**config.mk**
```make
export PLATFORM = sky130hd
export DESIGN_NAME = lcdc_regfile
export DESIGN_NICKNAME = d
export VERILOG_FILES = /design/src/rtl/lcdc_pkg.sv /design/src/rtl/lcdc_decode.sv /design/src/rtl/lcdc_irq.sv /design/src/rtl/lcdc_geom.sv /design/src/rtl/lcdc_regfile.sv
export SDC_FILE = /design/constraint.sdc
export NUM_CORES = 1
export LEC_CHECK = 0
export BUFFER_PORTS_ARGS = -buffer_cell sky130_fd_sc_hd__buf_2
export CELL_PAD_IN_SITES_DETAIL_PLACEMENT = 1
export CELL_PAD_IN_SITES_GLOBAL_PLACEMENT = 1
export CORE_MARGIN = 8
export CORE_UTILIZATION = 35
export DETAILED_ROUTE_END_ITERATION = 6
export PLACE_DENSITY = 0.84
export SKIP_LAST_GASP = 1
export SLEW_MARGIN = 20
export SYNTH_ARGS = -nofsm -noshare
export SYNTH_HDL_FRONTEND = slang
export SYNTH_HIERARCHICAL = 1
export SYNTH_SLANG_ARGS = --single-unit
export TNS_END_PERCENT = 1
```
**constraint.sdc**
```tcl
create_clock -name clk -period 5.1 [get_ports clk]
set_clock_uncertainty 0.15 [all_clocks]
set_input_delay 1.275 -clock clk [delete_from_list [all_inputs] [get_ports clk]]
set_output_delay 1.275 -clock clk [all_outputs]
set_load 0.02 [all_outputs]
```
**src/rtl/lcdc_pkg.sv**
```systemverilog
package lcdc_pkg;

    localparam int ADDR_W = 10;
    localparam int DATA_W = 32;
    localparam int PAL_W  = 7;
    localparam int DIM_W  = 11;

    typedef enum logic [3:0] {
        AR_TIM, AR_UPB, AR_LPB, AR_MSK, AR_CTL,
        AR_RIS, AR_MIS, AR_ICR, AR_UPC, AR_LPC,
        AR_PAL, AR_ID,  AR_NONE
    } region_e;

    typedef struct packed {
        region_e          kind;
        logic [1:0]       tidx;
        logic [PAL_W-1:0] pidx;
        logic [2:0]       iidx;
    } dec_t;

    function automatic logic [7:0] id_byte(input logic [2:0] i);
        case (i)
            3'd0:    return 8'h10;
            3'd1:    return 8'h11;
            3'd2:    return 8'h04;
            3'd3:    return 8'h00;
            3'd4:    return 8'h0D;
            3'd5:    return 8'hF0;
            3'd6:    return 8'h05;
            default: return 8'hB1;
        endcase
    endfunction

    function automatic logic rd_legal(input region_e k);
        return (k != AR_NONE) && (k != AR_ICR);
    endfunction

    function automatic logic wr_legal(input region_e k);
        return (k == AR_TIM) || (k == AR_UPB) || (k == AR_LPB) ||
               (k == AR_MSK) || (k == AR_CTL) || (k == AR_ICR) ||
               (k == AR_PAL);
    endfunction

endpackage

```
**src/rtl/lcdc_decode.sv**
```systemverilog
module lcdc_decode
    import lcdc_pkg::*;
(
    input  logic [ADDR_W-1:0] addr,
    output dec_t              dec
);
    always_comb begin
        dec.kind = AR_NONE;
        dec.tidx = addr[1:0];
        dec.pidx = addr[PAL_W-1:0];
        dec.iidx = addr[2:0];
        if (addr < ADDR_W'(13)) begin
            case (addr[3:0])
                4'd0, 4'd1, 4'd2, 4'd3: dec.kind = AR_TIM;
                4'd4:    dec.kind = AR_UPB;
                4'd5:    dec.kind = AR_LPB;
                4'd6:    dec.kind = AR_MSK;
                4'd7:    dec.kind = AR_CTL;
                4'd8:    dec.kind = AR_RIS;
                4'd9:    dec.kind = AR_MIS;
                4'd10:   dec.kind = AR_ICR;
                4'd11:   dec.kind = AR_UPC;
                default: dec.kind = AR_LPC;
            endcase
        end else if (addr[ADDR_W-1:PAL_W] == 3'b001) begin
            dec.kind = AR_PAL;
        end else if (addr[ADDR_W-1:3] == 7'h7F) begin
            dec.kind = AR_ID;
        end
    end
endmodule

```
**src/rtl/lcdc_irq.sv**
```systemverilog
module lcdc_irq #(
    parameter int IRQ_W = 4
) (
    input  logic             clk,
    input  logic             rst,
    input  logic [IRQ_W-1:0] evt,
    input  logic             msk_we,
    input  logic             clr_we,
    input  logic [IRQ_W-1:0] wbits,
    output logic [IRQ_W-1:0] raw,
    output logic [IRQ_W-1:0] mask,
    output logic             irq
);
    logic [IRQ_W-1:0] clr_bits;

    assign clr_bits = clr_we ? wbits : '0;

    always_ff @(posedge clk) begin
        if (rst) begin
            raw  <= '0;
            mask <= '0;
        end else begin
            raw <= (raw & ~clr_bits) | evt;
            if (msk_we) mask <= wbits;
        end
    end

    assign irq = |(raw & mask);
endmodule

```
**src/rtl/lcdc_geom.sv**
```systemverilog
module lcdc_geom
    import lcdc_pkg::*;
(
    input  logic [5:0]       hfield,
    input  logic [9:0]       vfield,
    input  logic             en_bit,
    input  logic             pwr_bit,
    input  logic [2:0]       depth_bits,
    output logic [DIM_W-1:0] width,
    output logic [DIM_W-1:0] height,
    output logic             on,
    output logic [2:0]       depth
);
    localparam int HSHIFT = 4;

    assign width  = (DIM_W'(hfield) + DIM_W'(1)) << HSHIFT;
    assign height = DIM_W'(vfield) + DIM_W'(1);
    assign on     = en_bit & pwr_bit;
    assign depth  = depth_bits;
endmodule

```
**src/rtl/lcdc_regfile.sv**
```systemverilog
module lcdc_regfile
    import lcdc_pkg::*;
#(
    parameter int IRQ_W = 4
) (
    input  logic              clk,
    input  logic              rst,
    input  logic              bus_sel,
    input  logic              bus_wr,
    input  logic [ADDR_W-1:0] bus_addr,
    input  logic [DATA_W-1:0] bus_wdata,
    output logic [DATA_W-1:0] bus_rdata,
    output logic              bus_rvalid,
    output logic              bus_err,
    input  logic [IRQ_W-1:0]  evt_in,
    output logic              pal_we,
    output logic [PAL_W-1:0]  pal_idx,
    output logic [DATA_W-1:0] pal_wdata,
    input  logic [DATA_W-1:0] pal_rdata,
    output logic [DATA_W-1:0] tmg0,
    output logic [DATA_W-1:0] tmg1,
    output logic [DATA_W-1:0] tmg2,
    output logic [DATA_W-1:0] tmg3,
    output logic [DATA_W-1:0] upper_base,
    output logic [DATA_W-1:0] lower_base,
    output logic [DATA_W-1:0] ctrl_word,
    output logic [DIM_W-1:0]  scr_width,
    output logic [DIM_W-1:0]  scr_height,
    output logic              lcd_on,
    output logic [2:0]        depth_mode,
    output logic              irq,
    output logic              redraw
);
    localparam int NTIM = 4;
    localparam int ZPAD = DATA_W - IRQ_W;

    dec_t              dec;
    logic              wr_req, rd_req;
    logic [DATA_W-1:0] tim_q [NTIM];
    logic [DATA_W-1:0] upb_q, lpb_q, ctl_q;
    logic [IRQ_W-1:0]  raw_q, msk_q;
    logic [DATA_W-1:0] rd_mux;
    logic              bad_acc;

    lcdc_decode u_dec (.addr(bus_addr), .dec(dec));

    assign wr_req = bus_sel & bus_wr;
    assign rd_req = bus_sel & ~bus_wr;

    genvar gi;
    generate
        for (gi = 0; gi < NTIM; gi++) begin : g_tim
            always_ff @(posedge clk) begin
                if (rst) tim_q[gi] <= '0;
                else if (wr_req && dec.kind == AR_TIM && dec.tidx == 2'(gi))
                    tim_q[gi] <= bus_wdata;
            end
        end
    endgenerate

    always_ff @(posedge clk) begin
        if (rst) begin
            upb_q <= '0;
            lpb_q <= '0;
            ctl_q <= '0;
        end else if (wr_req) begin
            if (dec.kind == AR_UPB) upb_q <= bus_wdata;
            if (dec.kind == AR_LPB) lpb_q <= bus_wdata;
            if (dec.kind == AR_CTL) ctl_q <= bus_wdata;
        end
    end

    lcdc_irq #(.IRQ_W(IRQ_W)) u_irq (
        .clk    (clk),
        .rst    (rst),
        .evt    (evt_in),
        .msk_we (wr_req && dec.kind == AR_MSK),
        .clr_we (wr_req && dec.kind == AR_ICR),
        .wbits  (bus_wdata[IRQ_W-1:0]),
        .raw    (raw_q),
        .mask   (msk_q),
        .irq    (irq)
    );

    lcdc_geom u_geom (
        .hfield     (tim_q[0][7:2]),
        .vfield     (tim_q[1][9:0]),
        .en_bit     (ctl_q[0]),
        .pwr_bit    (ctl_q[11]),
        .depth_bits (ctl_q[3:1]),
        .width      (scr_width),
        .height     (scr_height),
        .on         (lcd_on),
        .depth      (depth_mode)
    );

    assign pal_we    = wr_req && dec.kind == AR_PAL;
    assign pal_idx   = dec.pidx;
    assign pal_wdata = bus_wdata;

    always_comb begin
        case (dec.kind)
            AR_TIM:  rd_mux = tim_q[dec.tidx];
            AR_UPB,
            AR_UPC:  rd_mux = upb_q;
            AR_LPB,
            AR_LPC:  rd_mux = lpb_q;
            AR_MSK:  rd_mux = {{ZPAD{1'b0}}, msk_q};
            AR_CTL:  rd_mux = ctl_q;
            AR_RIS:  rd_mux = {{ZPAD{1'b0}}, raw_q};
            AR_MIS:  rd_mux = {{ZPAD{1'b0}}, raw_q & msk_q};
            AR_PAL:  rd_mux = pal_rdata;
            AR_ID:   rd_mux = {24'd0, id_byte(dec.iidx)};
            default: rd_mux = '0;
        endcase
    end

    assign bad_acc = bus_sel & (bus_wr ? ~wr_legal(dec.kind) : ~rd_legal(dec.kind));

    always_ff @(posedge clk) begin
        if (rst) begin
            bus_rdata  <= '0;
            bus_rvalid <= 1'b0;
            bus_err    <= 1'b0;
            redraw     <= 1'b0;
        end else begin
            bus_rdata  <= (rd_req && !bad_acc) ? rd_mux : '0;
            bus_rvalid <= rd_req;
            bus_err    <= bad_acc;
            redraw     <= wr_req && (dec.kind == AR_TIM || dec.kind == AR_CTL ||
                                     dec.kind == AR_PAL);
        end
    end

    assign tmg0       = tim_q[0];
    assign tmg1       = tim_q[1];
    assign tmg2       = tim_q[2];
    assign tmg3       = tim_q[3];
    assign upper_base = upb_q;
    assign lower_base = lpb_q;
    assign ctrl_word  = ctl_q;
endmodule

```
# After elaboration in Yosys (flattened, before gate mapping)
# Memory sizes are Yosys's and may differ from the RTL's.
# Index checks and enable logic that the tools add are counted.
dict set report word_totals {
  regBits 139
  latchBits 0
  mem_bits_rw 128
  rom_bits 64
  inputBits 82
  out_inout_bits 326
  mem_count 2
}
dict set report op_classes {
  addsub 2
  mul 0
  n_div 0
  magnitude_cmp 1
  eq_ne 24
  shift 0
  mux 25
  bitwise_logic 16
  n_reduce_logical 30
}
# name depth width rd rd_clocked_by_memory_dff wr line
set mem_list {}
lappend mem_list {tim_q 4 32 5 0 4 lcdc_regfile.sv:39} ;# logic [DATA_W-1:0] tim_q [NTIM];
lappend mem_list {{(name not given)} 16 4 1 0 0 lcdc_decode.sv:13} ;# case (addr[3:0])
# operator n
set op_table {}
lappend op_table {{32-bit case mux with 9 select lines} 1}
lappend op_table {{32-bit two-way mux} 4}
lappend op_table {{8-bit case mux with 7 select lines} 1}
lappend op_table {{4-bit by 3-bit equality test with 1-bit output, second input constant} 4}
lappend op_table {{4-bit equality test, second input constant} 4}
lappend op_table {{1-bit two-way mux} 15}
lappend op_table {{4-bit two-way mux} 3}
lappend op_table {{10-bit by 1-bit adder with 11-bit output, second input constant} 1}
lappend op_table {{1-bit logical AND} 11}
lappend op_table {{10-bit by 4-bit < comparator with 1-bit output, second input constant} 1}
lappend op_table {{3-bit equality test, second input constant} 3}
lappend op_table {{4-bit bitwise AND} 2}
lappend op_table {{4-bit by 2-bit equality test with 1-bit output, second input constant} 2}
lappend op_table {{1-bit logical OR} 8}
lappend op_table {{6-bit by 1-bit adder with 7-bit output, second input constant} 1}
lappend op_table {{7-bit equality test, second input constant} 1}
lappend op_table {{3-bit by 1-bit equality test with 1-bit output, second input constant} 2}
lappend op_table {{3-bit by 2-bit equality test with 1-bit output, second input constant} 2}
lappend op_table {{2-bit AND reduction} 3}
lappend op_table {{2-bit OR reduction} 3}
lappend op_table {{1-bit bitwise AND} 4}
lappend op_table {{2-bit equality test, second input constant} 2}
lappend op_table {{4-bit by 1-bit equality test with 1-bit output, second input constant} 1}
lappend op_table {{4-bit zero test} 1}
lappend op_table {{12 further kinds} 18}

# Logic depth before layout (Yosys ltp)
dict set report logic_depth {
  ltp_word 18
  mapped_depth 11
}

# By module
# The synthesis kept the hierarchy.
# module n_inst cells_each area_each_um2 seq_area_each_um2
set modules_own_cells {}
lappend modules_own_cells {lcdc_regfile 1 1003 11289.6 6466.2}
lappend modules_own_cells {lcdc_irq 1 33 315.3 160.2}
lappend modules_own_cells {lcdc_geom 1 42 301.5 0.0}
lappend modules_own_cells {lcdc_decode 1 35 266.5 0.0}

# Worst setup path before layout
# OpenSTA, ideal clock, no wires.
dict set report synth_path {
  path_kind {input to register}
  startpoint {in bus_addr[5]}
  endpoint {mem tim_q[1][0] (enable)}
  arrival_ns 4.848
  t_required_ns 4.484
  path_slack_ns -0.363
  stages 7
  path_buffers 1
  path_cell_list {and4_2 > a22o_1 > o21bai_1 > buf_6 > nor2_1 > nand3_4 > o21ai_0}
}
# item line
set synth_lines {}
lappend synth_lines {{start: declaration} lcdc_regfile.sv:10} ;# input logic [ADDR_W-1:0] bus_addr,
lappend synth_lines {{end: declaration} lcdc_regfile.sv:39}

==> impl_results.md <==
* Ant. Diodes at 0
* Total routed wirelength at 51.38 mm
* Total GRT Usage at 23.94%
* Routability Congestion at 0.9018
* Cts bufs inserted at 30
* Critical path launch point type: input port
* Synth-to-layout area growth at 25.35%
* Post-Syn Area per Cell at 10.94 sq um
* Min Tclk post-route at 4.285 ns
* Top-area cell type share of the netlist area at 31.58%
* Pin count of the biggest net entering global routing at 56
* P_leak at 6.053 nW
* Vias in the first global route at 11,475
* Syn Inst Count at 1,113
* Number of synthesized flops with an enable pin at 128
* Power Density at 330.5 nW/um^2
* Worst setup margin at 0.8154 ns
* Post-CTS Setup Inserts at 0
* Critical Path Sink Type: primary output
* Vias per cell at 5.512
* Die width at 202.5 microns
* CTS tree: built
* IO Count at 408
* Wire per inst at 26.65 microns
* Hold_ws at 0.3266 ns
* Initial Util at 35.41%
* Placement Cell Area at 14,250 sq um
* Core ar. at 34,370 sq um
* Synth cell types at 66
* Overflow after GRT at 0
* Flip-flop and latch count after synthesis at 267
* DRC at 0
* Hold Crit Class: flop to flop
* Final instance area at 15,260 sq um
* Dpl hpwl at 36.17 mm
* Iteration-0 DRC Markers at 831
* Slew Limit Fails at 0
* Global-route wire length before repair at 75.21 mm
* H-tree depth at 1
* TritonRoute pass-1 iters at 6
* Final TNS setup at 0 ns
* Die Ht at 202.5 microns
* Post-synthesis sequential area ratio at 54.44%
* Top cells by area, synth: edfxtp_1 (32%), dfxtp_1 (23%), and2_1 (6.7%)
* Clk buf depth at 3
* Least-Margin Pin Slew at 0.9254 ns
* Final hold violations at 0
* Die Area at 41,000 sq um
* Rows at 68
* DR vias at 10,627
* Total Nets Final at 1,535
* CTS Hold Buffers Added at 0
* Kind of critical path: input port to primary output
* Worst EP required at 3.67 ns
* Worst-path clk slew at 0.06 ns
* Asr flop ratio synth at 0%
* Max Cap Viol at 0
* PortBufs at 403
* Gates resized, CTS repair at 0
* Clock Sinks at 267
* Final period utilization at 84.01%
* Max FO, Critical Path at 7
* Clock Tree Root: clkbuf_16
* Initial antenna violation count at 1
* Dominant synthesized flop cell: dfxtp_1
* Yosys warning total at 6
* Worst slew margin at 38.09%
* Peak supply drop at 0.2501 mV
* Layout cell share with drive strength beyond 1 at 36.86%
* RSZ-0062 raised after global routing: false
* Number of routed nets with antenna violations at 0
* Outcome: completed
* F_max at 233.4 MHz
* Mapped Area at 12,170 sq um
* CP arrival at 2.86 ns
* Clock latency on the worst-skew pair at 0.58 ns
* Final setup violating endpoints at 0
* Cell taking the most area after synthesis: edfxtp_1
* Pre-CTS setup slack at 0.7101 ns
power by group:
part	internal [W]	switching, W
clock network	0.00130	0.000927
registers	0.00230	0.0000459
logic	0.000149	0.000322
final timing paths:
path,startpoint,to,slack (ns),cells past startpoint
hold / removal,lower_base[13],lower_base[13],0.33,2
hold reg to reg,lower_base[13],lower_base[13],0.33,2
setup reg to reg,tim_q[1][0],bus_rdata[0],3.16,4
setup / recovery,bus_addr[1],pal_we,0.82,9
synth_stat cells (5+ instances only):
master / n
a21oi_1: 124
mux4_2: 32
nor2_1: 15
inv_1: 13
a22oi_1: 36
nand3_1: 8
and3_1: 5
o21ai_0: 7
buf_6: 16
and2_1: 131
dfxtp_1: 139
buf_2: 24
buf_4: 58
mux2i_1: 10
a221oi_1: 5
xnor2_1: 12
nor2b_1: 7
edfxtp_1: 128
clkbuf_1: 24
nand2_1: 213
clkbuf_2: 7
a222oi_1: 24
cell usage in the layout, fill, tap and decap left out, types with 5 or more instances in the layout:
cell type,n
nor2_1,15
clkbuf_16,30
inv_1,13
clkbuf_1,10
nor2b_1,6
and2_1,129
dfxtp_1,139
a222oi_1,24
a22oi_1,36
mux2i_1,10
buf_2,401
nand2_1,211
a221oi_1,5
buf_4,27
a21oi_1,124
mux4_2,32
o21ai_4,5
edfxtp_1,128
xnor2_1,12
nand3_1,7
critical path, stage by stage:
cell and delay, ns:
buf_2 0.12, inv_1 0.04, ha_1 0.18, o211ai_2 0.25, mux2i_1 0.29, inv_1 0.18
and3_2 0.24, nor2b_1 0.12, buf_2 0.16
logic make-up after synthesis:
logic type	after synthesis	share of synthesized area, %
simple gates	414	17.67
xor+xnor	14	1.007
mux	42	6.743
compound gates	228	12.20
buf+inv	143	7.503
other cells	1	0.03081
flops	267	54.44
fa+ha+maj	4	0.4112
flip-flops by register name, summed over array words and instances, names as in the netlist:
signal      count
lower_base     32
bus_rdata      32
upper_base     32
redraw          1
u_irq/mask      4
bus_rvalid      1
ctrl_word      32
tim_q         128
bus_err         1
u_irq/raw       4
per-stage QoR:
step                total power (W)  instances  utilization (%)
global placement           0.002843       1872            41.46
detailed placement         0.002858       1872            41.46
floorplan                  0.002648       1116                -
CTS                        0.005078       1928            44.39
global route               0.005176       1928            44.39
finish                     0.005043       1928            44.39
cell type report:
type	instances	area (sq um)
Clock buffer	44	843.3
Clock inverter	12	165.2
Fill cell	3929	19110
Inverter	13	48.80
Multi-Input combinational cell	706	4736
Sequential cell	267	6626
Tap cell	455	569.3
Timing Repair Buffer	431	2270
metal layers:
| metal | wire [microns] | part of all wire [%] | track usage, % | vias to the layer above |
|---|---|---|---|---|
| li1 | - | - | - | 4580 |
| met1 | 20380 | 40 | 29.12 | 5383 |
| met2 | 24980 | 49 | 40.53 | 545 |
| met3 | 4149 | 8.1 | 5.834 | 117 |
| met4 | 1853 | 3.6 | 9.143 | 2 |
| met5 | 10 | 0.019 | 0 | - |
Power figures use the tool's default switching activity.
